$ cat src/rtl/rsv_pkg.sv
package rsv_pkg;
  typedef enum logic {
    OP_LOAD_RSV  = 1'b0,
    OP_STORE_CND = 1'b1
  } rsv_op_e;

  typedef enum logic {
    ST_IDLE = 1'b0,
    ST_MEM  = 1'b1
  } rsv_state_e;
endpackage

$ cat src/rtl/rsv_ea.sv
module rsv_ea #(
  parameter int ADDR_W = 32,
  localparam int WORD_W = ADDR_W - 2
) (
  input  logic              base_zero,
  input  logic [ADDR_W-1:0] base,
  input  logic [ADDR_W-1:0] index,
  output logic [WORD_W-1:0] word
);
  logic [ADDR_W-1:0] base_term;
  logic [ADDR_W-1:0] ea;

  assign base_term = base_zero ? '0 : base;
  assign ea        = base_term + index;
  assign word      = ea[ADDR_W-1:2];
endmodule

$ cat src/rtl/rsv_track.sv
module rsv_track #(
  parameter int WORD_W = 30
) (
  input  logic              clk,
  input  logic              rst,
  input  logic              set,
  input  logic              clr,
  input  logic [WORD_W-1:0] set_word,
  input  logic              snp_valid,
  input  logic [WORD_W-1:0] snp_word,
  input  logic [WORD_W-1:0] query_word,
  output logic              rsv_valid,
  output logic [WORD_W-1:0] rsv_word,
  output logic              hit
);
  logic snp_hit;

  // another agent's store to the held word cancels it, even this cycle
  assign snp_hit = snp_valid && rsv_valid && (snp_word == rsv_word);
  assign hit     = rsv_valid && (rsv_word == query_word) && !snp_hit;

  always_ff @(posedge clk) begin
    if (rst) begin
      rsv_valid <= 1'b0;
      rsv_word  <= '0;
    end else if (set) begin
      rsv_valid <= 1'b1;
      rsv_word  <= set_word;
    end else if (clr || snp_hit) begin
      rsv_valid <= 1'b0;
    end
  end
endmodule

$ cat src/rtl/rsv_ctrl.sv
module rsv_ctrl
  import rsv_pkg::*;
#(
  parameter int DATA_W = 32,
  parameter int WORD_W = 30
) (
  input  logic              clk,
  input  logic              rst,
  input  logic              req_valid,
  input  logic              req_op,
  input  logic [WORD_W-1:0] word,
  input  logic [DATA_W-1:0] src,
  input  logic              sc_hit,
  output logic              req_ready,
  output logic              lr_go,
  output logic              sc_go,
  output logic              mem_req,
  output logic              mem_we,
  output logic [WORD_W-1:0] mem_addr,
  output logic [DATA_W-1:0] mem_wdata,
  input  logic              mem_ack,
  input  logic [DATA_W-1:0] mem_rdata,
  output logic              rsp_valid,
  output logic [DATA_W-1:0] rsp_data,
  output logic              rsp_eq
);
  rsv_state_e state;
  logic       accept;

  assign req_ready = (state == ST_IDLE);
  assign accept    = req_valid && req_ready;
  assign lr_go     = accept && (rsv_op_e'(req_op) == OP_LOAD_RSV);
  assign sc_go     = accept && (rsv_op_e'(req_op) == OP_STORE_CND);

  always_ff @(posedge clk) begin
    if (rst) begin
      state     <= ST_IDLE;
      mem_req   <= 1'b0;
      mem_we    <= 1'b0;
      mem_addr  <= '0;
      mem_wdata <= '0;
      rsp_valid <= 1'b0;
      rsp_data  <= '0;
      rsp_eq    <= 1'b0;
    end else begin
      rsp_valid <= 1'b0;
      unique case (state)
        ST_IDLE: begin
          if (lr_go || (sc_go && sc_hit)) begin
            state     <= ST_MEM;
            mem_req   <= 1'b1;
            mem_we    <= sc_go;
            mem_addr  <= word;
            mem_wdata <= src;
          end else if (sc_go) begin
            rsp_valid <= 1'b1;
            rsp_data  <= '0;
            rsp_eq    <= 1'b0;
          end
        end
        ST_MEM: begin
          if (mem_ack) begin
            state     <= ST_IDLE;
            mem_req   <= 1'b0;
            rsp_valid <= 1'b1;
            rsp_data  <= mem_we ? '0 : mem_rdata;
            rsp_eq    <= mem_we;
          end
        end
        default: state <= ST_IDLE;
      endcase
    end
  end
endmodule

$ cat src/rtl/rsv_unit.sv
module rsv_unit #(
  parameter int ADDR_W = 32,
  parameter int DATA_W = 32,
  localparam int WORD_W = ADDR_W - 2
) (
  input  logic              clk,
  input  logic              rst,
  input  logic              req_valid,
  output logic              req_ready,
  input  logic              req_op,
  input  logic              req_base_zero,
  input  logic [ADDR_W-1:0] req_base,
  input  logic [ADDR_W-1:0] req_index,
  input  logic [DATA_W-1:0] req_src,
  input  logic              snp_valid,
  input  logic [ADDR_W-1:0] snp_addr,
  output logic              mem_req,
  output logic              mem_we,
  output logic [WORD_W-1:0] mem_addr,
  output logic [DATA_W-1:0] mem_wdata,
  input  logic              mem_ack,
  input  logic [DATA_W-1:0] mem_rdata,
  output logic              rsp_valid,
  output logic [DATA_W-1:0] rsp_data,
  output logic              rsp_eq
);
  logic [WORD_W-1:0] ea_word;
  logic [WORD_W-1:0] rsv_word;
  logic              rsv_valid;
  logic              sc_hit;
  logic              lr_go;
  logic              sc_go;

  rsv_ea #(.ADDR_W(ADDR_W)) u_ea (
    .base_zero (req_base_zero),
    .base      (req_base),
    .index     (req_index),
    .word      (ea_word)
  );

  rsv_track #(.WORD_W(WORD_W)) u_track (
    .clk        (clk),
    .rst        (rst),
    .set        (lr_go),
    .clr        (sc_go),
    .set_word   (ea_word),
    .snp_valid  (snp_valid),
    .snp_word   (snp_addr[ADDR_W-1:2]),
    .query_word (ea_word),
    .rsv_valid  (rsv_valid),
    .rsv_word   (rsv_word),
    .hit        (sc_hit)
  );

  rsv_ctrl #(.DATA_W(DATA_W), .WORD_W(WORD_W)) u_ctrl (
    .clk       (clk),
    .rst       (rst),
    .req_valid (req_valid),
    .req_op    (req_op),
    .word      (ea_word),
    .src       (req_src),
    .sc_hit    (sc_hit),
    .req_ready (req_ready),
    .lr_go     (lr_go),
    .sc_go     (sc_go),
    .mem_req   (mem_req),
    .mem_we    (mem_we),
    .mem_addr  (mem_addr),
    .mem_wdata (mem_wdata),
    .mem_ack   (mem_ack),
    .mem_rdata (mem_rdata),
    .rsp_valid (rsp_valid),
    .rsp_data  (rsp_data),
    .rsp_eq    (rsp_eq)
  );
endmodule

$ cat config.mk
export PLATFORM = sky130hd
export DESIGN_NAME = rsv_unit
export DESIGN_NICKNAME = d
export VERILOG_FILES = /design/src/rtl/rsv_pkg.sv /design/src/rtl/rsv_ea.sv /design/src/rtl/rsv_track.sv /design/src/rtl/rsv_ctrl.sv /design/src/rtl/rsv_unit.sv
export SDC_FILE = /design/constraint.sdc
export NUM_CORES = 1
export LEC_CHECK = 0
export BUFFER_PORTS_ARGS = -buffer_cell sky130_fd_sc_hd__buf_2
export CAP_MARGIN = 20
export CELL_PAD_IN_SITES_DETAIL_PLACEMENT = 1
export CELL_PAD_IN_SITES_GLOBAL_PLACEMENT = 2
export CORE_UTILIZATION = 29
export CTS_CLUSTER_SIZE = 12
export DETAILED_ROUTE_END_ITERATION = 7
export PLACE_DENSITY = 0.84
export SLEW_MARGIN = 0
export SYNTH_ARGS = -nofsm -noshare
export SYNTH_HDL_FRONTEND = slang
export SYNTH_SLANG_ARGS = --single-unit
export TNS_END_PERCENT = 100
$ cat constraint.sdc
create_clock -name clk -period 5.07 [get_ports clk]
set_clock_uncertainty 0.15 [all_clocks]
set_input_delay 0.507 -clock clk [delete_from_list [all_inputs] [get_ports clk]]
set_output_delay 0.507 -clock clk [all_outputs]
set_load 0.02 [all_outputs]
### Yosys cells after proc, flatten, opt, wreduce, memory -nomap -nowiden

Index checks and enable logic that the tools add are counted.

* add/subtract/negate cells: 1
* equality and inequality tests: 6
* multiplexer cells: 22
* bitwise operators: 2
* reductions and logical operators: 15

Operator list (number)
* $mux 32: 5
* $pmux 32 s2: 1
* $eq 30x30->1: 2
* $add 32x32->32: 1
* $mux 1: 12
* $logic_and 1x1->1: 8
* $ne 2x2->1 const B: 4
* $pmux 1 s2: 4
* $reduce_and 2->1: 2
* $reduce_and 3->1: 1
* $logic_or 1x1->1: 2
* $not 1->1: 2
* $reduce_bool 2->1: 1
* $logic_not 1->1: 1

* flip-flop bits (word level): 130
* output and inout port bits: 99
* word-level logic and storage cells: 56

### Depth between registers and ports, before layout

Gate-level depths: netlist of the first run.

* depth in word-level cells: 9
* mapped depth: 16
* gate-level depth less buffers: 12

### Modules after synthesis

From an unflattened synthesis of the first run, not the netlist that was laid out.

* cell total of the unflattened synthesis: 789
* area, all modules: 7060.5 um^2

By module, submodules not included
* rsv_ctrl: instances 1, cells an instance 379, area an instance 3698.5 um^2, sequential area each 1981.9 um^2
* rsv_track: instances 1, cells an instance 185, area an instance 1767.9 um^2, sequential area each 620.6 um^2
* rsv_ea: instances 1, cells an instance 225, area an instance 1594.0 um^2, sequential area each 0.0 um^2

### Worst setup path after synthesis of the first run

No wires, ideal clock.

* kind: input to register
* start point: input req_base_zero
* end point: register u_ctrl.mem_addr[20]
* setup time: 0.121 ns
* data arrival time: 3.987 ns
* data required time: 4.799 ns
* setup slack: 0.811 ns
* cell stages on the path: 16
* cells stage by stage: clkbuf_1 > nor2b_1 > ha_1 > buf_2 > o211ai_1 > a211oi_1 > nor3_2 > o311ai_2 > xor2_1 > xor2_1 > or4_4 > nor4_4 > a31oi_1 > buf_4 > buf_6 > mux2_4

* longest elaborated chain between the ends: 8

RTL lines
* start: declaration: line rsv_unit.sv:11 `input logic req_base_zero,`
* $mux 32 (*): line rsv_ea.sv:13 `assign base_term = base_zero ? '0 : base;`
* $add 32x32->32 (*): line rsv_ea.sv:14 `assign ea = base_term + index;`
* $eq 30x30->1: line rsv_track.sv:20 `assign hit = rsv_valid && (rsv_word == query_word) && !snp_hit;`
* $logic_and 1x1->1 (2 in series): line rsv_track.sv:20
* $logic_and 1x1->1: line rsv_ctrl.sv:49 `if (lr_go || (sc_go && sc_hit)) begin`
* $logic_or 1x1->1: line rsv_ctrl.sv:49
* $reduce_and 2->1 (no line)
* end signal: assignment: line rsv_ctrl.sv:53 `mem_addr <= word;`
* end: declaration: line rsv_ctrl.sv:19 `output logic [WORD_W-1:0] mem_addr,`

Mark *: on every way between the ends. The rest lies on a longest branch, timed or not.
A chain may end at the register's enable or synchronous reset.

### Worst setup path in the final report of the first run

* start point: input req_base_zero
* end point: register u_ctrl.mem_addr[10]

Same word-level chain as after synthesis.

==> results of run 1 <==
## cells in the final DEF (no fill, tap or decap), drive strengths merged, types with 4 or more instances in the layout
cell / count
nor4: 5
a31oi: 5
xor2: 26
xnor2: 58
a21oi: 69
nand2: 122
nand4: 19
clkbuf: 20
nand3: 9
dfxtp: 130
nor2b: 40
clkinv: 8
inv: 9
buf: 308
mux2i: 57
and3: 4
nand3b: 35
and2: 4
o21ai: 58
or3: 6
o211ai: 5
a21boi: 4
o2111ai: 5
nor3: 15
nor2: 45
a211oi: 11
nand2b: 120
mux2: 7
ha: 30
o21a: 8
## worst max-delay path by stage
| stage | to | slack (ps) | cells after the start |
|---|---|---|---|
| floorplan | u_ctrl.mem_addr[20] | 810 | 16 |
| global placement | u_ctrl.mem_addr[4] | 340 | 15 |
| detailed placement | u_ctrl.mem_addr[0] | 190 | 15 |
| CTS | u_ctrl.mem_addr[10] | 610 | 15 |
| global route | u_ctrl.mem_addr[0] | 400 | 15 |
| finish | u_ctrl.mem_addr[10] | 650 | 15 |
## kinds of logic (layout without fill, tap and decap cells)
logic type,after synthesis,count (layout)
AOI/OAI and AO/OA,194,194
buffers and inverters,80,349
xor gates and xnor gates,89,89
adders and majority gates,30,30
and+or+nand+nor,435,435
DFF,130,130
muxes,64,64
## through the flow
stage / cell area, sq um / power, mW / hold WS [ps]
after global placement: 10300 / 1.98 / 293
after detailed placement: 10300 / 1.99 / 299
after CTS: 10900 / 3.17 / 116
after floorplan: 8420 / 1.66 / 312
after global routing: 10900 / 3.30 / 135
final: 10900 / 3.12 / 135
## cell type report
class                           instances  share of cell area
Multi-Input combinational cell        812               0.505
Sequential cell                       130               0.239
Timing Repair Buffer                  308               0.158
Tap cell                              384              0.0441
Clock buffer                           20              0.0410
Clock inverter                         12              0.0102
Inverter                                9             0.00310
## state kept, by name, indices dropped and copies added, names as in the netlist
name,count
u_track.rsv_valid,1
u_ctrl.state,1
u_ctrl.mem_wdata,32
u_ctrl.mem_addr,30
u_ctrl.rsp_data,32
u_ctrl.rsp_eq,1
u_ctrl.mem_we,1
u_ctrl.mem_req,1
u_track.rsv_word,30
u_ctrl.rsp_valid,1
## per-layer routing
metal  part of all wire  vias up
met5                  0        -
met4              0.027        0
met3              0.068       41
met2               0.46      252
met1               0.44     3819
li1                   -     4028
## critical path, delay by kind of cell
family,cells,cell delay (ps)
adder cells (fa/ha/maj),1,520
AND/OR/NAND/NOR,7,1820
multiplexers,1,140
buffers and inverters,3,750
AO/OA/AOI/OAI,3,810
## power breakdown
part | leakage [nW] | internal [mW] | switching (mW) | total (mW)
clock | 0.266 | 0.687 | 0.466 | 1.15
combinational | 3.57 | 0.362 | 0.482 | 0.844
sequential | 1.06 | 1.08 | 0.0432 | 1.12
total | 4.89 | 2.13 | 0.991 | 3.12
==> results.cfg, run 1 <==
[grt]
antenna_found_initial = 0
grt_max_degree = 99
grt_pass1_wl_microns = 43700
grt_pass1_vias = 8061
grtUsageMet3 = 0.0414
met1_usage = 0.238
gr-total-overflow = 0
grtUsageTotal = 0.193
busiest_layer = met2
grt_use_met2 = 0.326

[clocking]
cts_resized = 0
clk_pin_slew_worst_paths_ps = 60
cts_root_buf = clkbuf_16
cts_buffer_depth = 2
clkSinkCount = 130
ctsHoldBuffers = 0
cts_buffers = 17
cts_tree = yes
clkLatencyLatePin_ps = 420
cts_htree_levels = 4
postCtsSetupBuffers = 0

[synth]
synth_top_area_cell = dfxtp_1
synthFlopType = dfxtp_1
synth_compound_area_frac = 0.143
yosys.area_share.simple = 0.284
synth_seq_area_share = 0.309
synth_xor_xnor_area_share = 0.101
synthTopCellsByCount = 130 x dfxtp_1, 122 x nand2_1, 120 x nand2b_1
yosysMostFrequentCell = dfxtp_1
synthAdderAreaFrac = 0.0446
synth_area_leaders = dfxtp_1 31%, nand2b_1 8.9%, mux2i_1 6.8%, xnor2_1 6.0%, nand2_1 5.4%
ys.warnings.count = 0
synth_edf_count = 0
syn_nets = 1219
syn_area_per_cell_sq_um = 8.24
synth_top_family_by_area = simple AND/OR/NAND/NOR gates
async_reset_ff_frac = 0
syn-instance-count = 1022
synth.area.mux_share = 0.0785
ys_ff_latch = 130
synth_top_cell_area_share = 0.309
synth.distinct_cells = 70
synthesis.area_sq_mm = 0.00842

[routing]
drc = 0
num_vias = 8140
dr.pass1.iters = 4
routed_wirelength_microns = 29100
routedWlPerCell_microns = 17.4
drtIter0Drc = 406
vias_per_cell = 4.86
antenna_left = 0

[floorplan]
core-area_sq_mm = 0.0286
rows = 62
chipWidth_microns = 172
start_util = 0.294
io_pins = 266
die_area_sq_mm = 0.0297
die_y_microns = 172

[final_layout]
multi_input_area_sq_mm = 0.00551
syn_to_final_growth_pct = 29.5
antennaDiodeCount = 0
fillers = 3466
fin_nets = 1475
seqCellArea_sq_mm = 0.00260
drive_above_1_share = 0.285
postLayoutCoreUtil = 0.381
fin_cells = 1675

[placement]
dp.cells = 1643
numPortBuffers = 263
place_hpwl_microns = 23100
dp_slack_ps = 194
gp_congestion = 0.837

[timing]
rsz0062_at_grt = no
drv_slew = 0
finalSetupTns_ps = 0
max_slew_margin = 0.407
fmax_mhz = 226
hold_viol = 0
fin_crit_sh = 0.871
finalWorstPathRequiredPeriod_ps = 4420
tightest_slew_ps = 888
setup_ws_ps = 653
setup_viol = 0

[run_status]
outcome = finished, final reports clean

[flow_run]
maxCapViolations = 0

[worst_setup_path]
end_kind = register
cp_data_arrival_time_ps = 4560
rr_startpoint = u_track.rsv_word[18]
worst_r2r_endpoint = u_ctrl.mem_addr[10]
critPathSlowestCell = or4_4
critical_path_peak_fanout = 23
crit_required_ps = 5210
max_stage_delay_ps = 540
worstSetupPathType = input port to register
path_cells = buf_2 -> nor2b_1 -> ha_1 -> and4_1 -> nand3_1 -> nor3_1 -> nor2_1 -> a2111oi_0 -> o2111ai_1 -> or4_4 -> nor4_4 -> a31oi_4 -> buf_12 -> buf_4 -> mux2i_1
start_kind = input port
r2r_slack_ps = 1460
r2r_cells = 12
critPathLaunch = req_base_zero

[min_path]
hold_class = input port to register
min_path_cells = 3
min-delay-start = mem_rdata[21]
min_delay_worst_endpoint = u_ctrl.rsp_data[21]

[power_and_ir_drop]
power.density_mw_per_mm2 = 286
leakage_nw = 4.89
ir_drop_uv = 202
Power figures use the tool's default switching activity.
==> inputs of run 2 (changes only) <==
--- a/config.mk
+++ b/config.mk
@@ -10,11 +10,13 @@
 export CELL_PAD_IN_SITES_DETAIL_PLACEMENT = 1
 export CELL_PAD_IN_SITES_GLOBAL_PLACEMENT = 2
 export CORE_UTILIZATION = 29
+export CTS_BUF_LIST = sky130_fd_sc_hd__clkbuf_4
 export CTS_CLUSTER_SIZE = 12
 export DETAILED_ROUTE_END_ITERATION = 7
-export PLACE_DENSITY = 0.84
+export PLACE_DENSITY = 0.86
 export SLEW_MARGIN = 0
 export SYNTH_ARGS = -nofsm -noshare
 export SYNTH_HDL_FRONTEND = slang
+export SYNTH_HIERARCHICAL = 1
 export SYNTH_SLANG_ARGS = --single-unit
 export TNS_END_PERCENT = 100
==> run 2 against run 1 <==
  * Non-clock buffer count increased by 42
  * Sequential share of layout area grew 3.3 points
  * Highest routed layer is now met5
  * Largest cell class unchanged
  * Core utilization grew 2.4 points
  * Routed wire length fell by 14%
  * Power decreased by 17%
==> results.cfg, run 2 <==
[synth]
syn_area_per_cell_sq_um = 8.95
yosys.area_share.simple = 0.181
synth.distinct_cells = 53
synth_top_area_cell = dfxtp_1
synth_edf_count = 0
yosysMostFrequentCell = dfxtp_1
synthesis.area_sq_mm = 0.00706
ys.warnings.count = 6
syn-instance-count = 789
synthTopCellsByCount = 130 x dfxtp_1, 90 x a21oi_1, 63 x nand3b_1
synth_area_leaders = dfxtp_1 37%, xor2_1 6.8%, nand3b_1 6.7%, a21oi_1 6.4%, ha_1 5.3%
synth_top_family_by_area = compound AO/OA/AOI/OAI gates
async_reset_ff_frac = 0
synth_top_cell_area_share = 0.369
syn_nets = 986
synthAdderAreaFrac = 0.0532
synthFlopType = dfxtp_1
synth_seq_area_share = 0.369
ys_ff_latch = 130
synth.area.mux_share = 0.0425
synth_xor_xnor_area_share = 0.104
synth_compound_area_frac = 0.208

[timing]
hold_viol = 0
setup_viol = 0
rsz0062_at_grt = no
finalWorstPathRequiredPeriod_ps = 4450
fmax_mhz = 225
tightest_slew_ps = 972
drv_slew = 0
fin_crit_sh = 0.877
finalSetupTns_ps = 0
max_slew_margin = 0.351

[worst_setup_path]
r2r_slack_ps = 2240
end_kind = register
critPathLaunch = req_base_zero
cp_data_arrival_time_ps = 4770
critical_path.endpoint = u_ctrl/rsp_data[2]
worst_r2r_endpoint = u_ctrl/rsp_valid
rr_startpoint = u_track/rsv_word[12]
worstSetupPathType = input port to register
r2r_cells = 10
critical_path_peak_fanout = 33
start_kind = input port
crit_required_ps = 5400

[floorplan]
rows = 56
die_area_sq_mm = 0.0250
start_util = 0.298
core-area_sq_mm = 0.0237
io_pins = 266
chipWidth_microns = 158
die_y_microns = 158

[routing]
topRoutingLayerUsed = met5
dr.pass1.iters = 5
routed_wirelength_microns = 25100
drtIter0Drc = 352
routedWlPerCell_microns = 17.5
wl_met3_microns = 1530
antenna_left = 0
met1_length_microns = 11100
num_vias = 7080
routed-wl-met2_microns = 12100
vias_per_cell = 4.93
drc = 0

[clocking]
cts_tree = yes
cts_buffer_depth = 2
clkLatencyLatePin_ps = 550
cts_buffers = 17
cts_root_buf = clkbuf_4
clk_pin_slew_worst_paths_ps = 140
cts_htree_levels = 4
clkSinkCount = 130

[final_layout]
seqCellArea_sq_mm = 0.00260
antennaDiodeCount = 0
fin_nets = 1301
fillers = 2884
final_common_cell = buf_2
syn_to_final_growth_pct = 35.7
drive_above_1_share = 0.328
multi_input_area_sq_mm = 0.00419
layout_common_cells = 262 x buf_2, 130 x dfxtp_1, 90 x a21oi_1, 63 x nand3b_1, 60 x o21ai_1
reg_top3 = u_ctrl/mem_wdata: 32 flops, u_ctrl/rsp_data: 32 flops

[flow_run]
maxCapViolations = 0

[placement]
gp_congestion = 0.762
numPortBuffers = 263
place_hpwl_microns = 18900

[grt]
grt_pass1_vias = 6956
grt_max_degree = 65
gr-total-overflow = 0
grt_pass1_wl_microns = 37000
grtUsageTotal = 0.194
antenna_found_initial = 1

[power_and_ir_drop]
power_mw = 2.58
leakage_nw = 4.43
ir_drop_uv = 106
power.density_mw_per_mm2 = 269

[min_path]
hold_class = input port to register

[run_status]
outcome = finished, final reports clean
-- run 2: cell types whose count changed after synthesis, moves of 28 or more --
cell      change
nand2b_1    -114
nand2_1     -111
o21ai_1      +57
o21ai_0      -40
a22o_1       +32
xnor2_1      -31
xor2_1       +29
nand3b_1     +28
-- run 2: critical path: stages --
cell      delay [ps]
buf_2            100
buf_12           150
nor2b_1           60
ha_1             350
nand2_1           70
o21ai_0          300
buf_4            180
o21ai_1          100
a21oi_1          280
nor2_1           130
o311ai_1         420
a21oi_1          140
xnor2_1          140
buf_4            150
xor2_1           130
nor4_1           290
nand4_1          170
nor3_1           200
buf_4            150
nor2b_4           50
a221oi_4         280
buf_12           220
a22o_1           180
-- run 2: timing repair --
action | CTS | global route
hold buffers | 30 | 0
setup buffers | 0 | 0
endpoints found under the hold margin | 30 | 0
resized for setup | 0 | 0
-- run 2: how the worst min path moves through the flow --
stage / startpoint / end / slack, ps / cells past startpoint
floorplan: u_track/rsv_word[11] / u_track/rsv_word[11] / 370 / 2
global placement: u_ctrl/rsp_eq / u_ctrl/rsp_eq / 280 / 1
detailed placement: u_ctrl/rsp_eq / u_ctrl/rsp_eq / 290 / 1
CTS: mem_rdata[9] / u_ctrl/rsp_data[9] / 2 / 2
global route: mem_rdata[9] / u_ctrl/rsp_data[9] / 5 / 2
finish: mem_rdata[9] / u_ctrl/rsp_data[9] / 50 / 2
-- run 2: cells by family (layout without fill, tap and decap cells) --
family | after synthesis | count (layout)
simple gates | 216 | 216
buf+inv | 62 | 389
flops | 130 | 130
fa+ha+maj | 30 | 30
xor+xnor | 83 | 83
mux | 30 | 30
compound gates | 238 | 238
-- run 2: routing by layer --
layer,up-vias,global-route usage
li1,3459,-
met1,3369,0.227
met2,222,0.351
met3,28,0.0427
met4,2,0.0609
met5,-,0
-- run 2: through the flow --
stage,cells,setup WS (ps),util,hold slack (ps),cell area (sq um)
after floorplan,789,629,-,373,7060
after global placement,1373,167,0.379,281,8980
after detailed placement,1374,142,0.380,292,9000
after CTS,1435,681,0.405,1.67,9580
after global routing,1435,407,0.405,4.95,9580
final,1435,625,0.405,51.9,9580
-- run 2: area by class of cell --
cell class | instances | area share
multi-input combinational | 597 | 0.437
sequential | 130 | 0.272
timing repair buffer | 350 | 0.217
tap | 319 | 0.0417
clock inverter | 14 | 0.0162
clock buffer | 17 | 0.0133
inverter | 8 | 0.00313
-- run 2: report_power, final --
part / internal [mW] / total [mW] / switching [mW] / leakage [nW]
logic: 0.326 / 0.737 / 0.411 / 3.22
clock network: 0.296 / 0.729 / 0.433 / 0.149
registers: 1.08 / 1.11 / 0.0387 / 1.06
total: 1.70 / 2.58 / 0.883 / 4.43
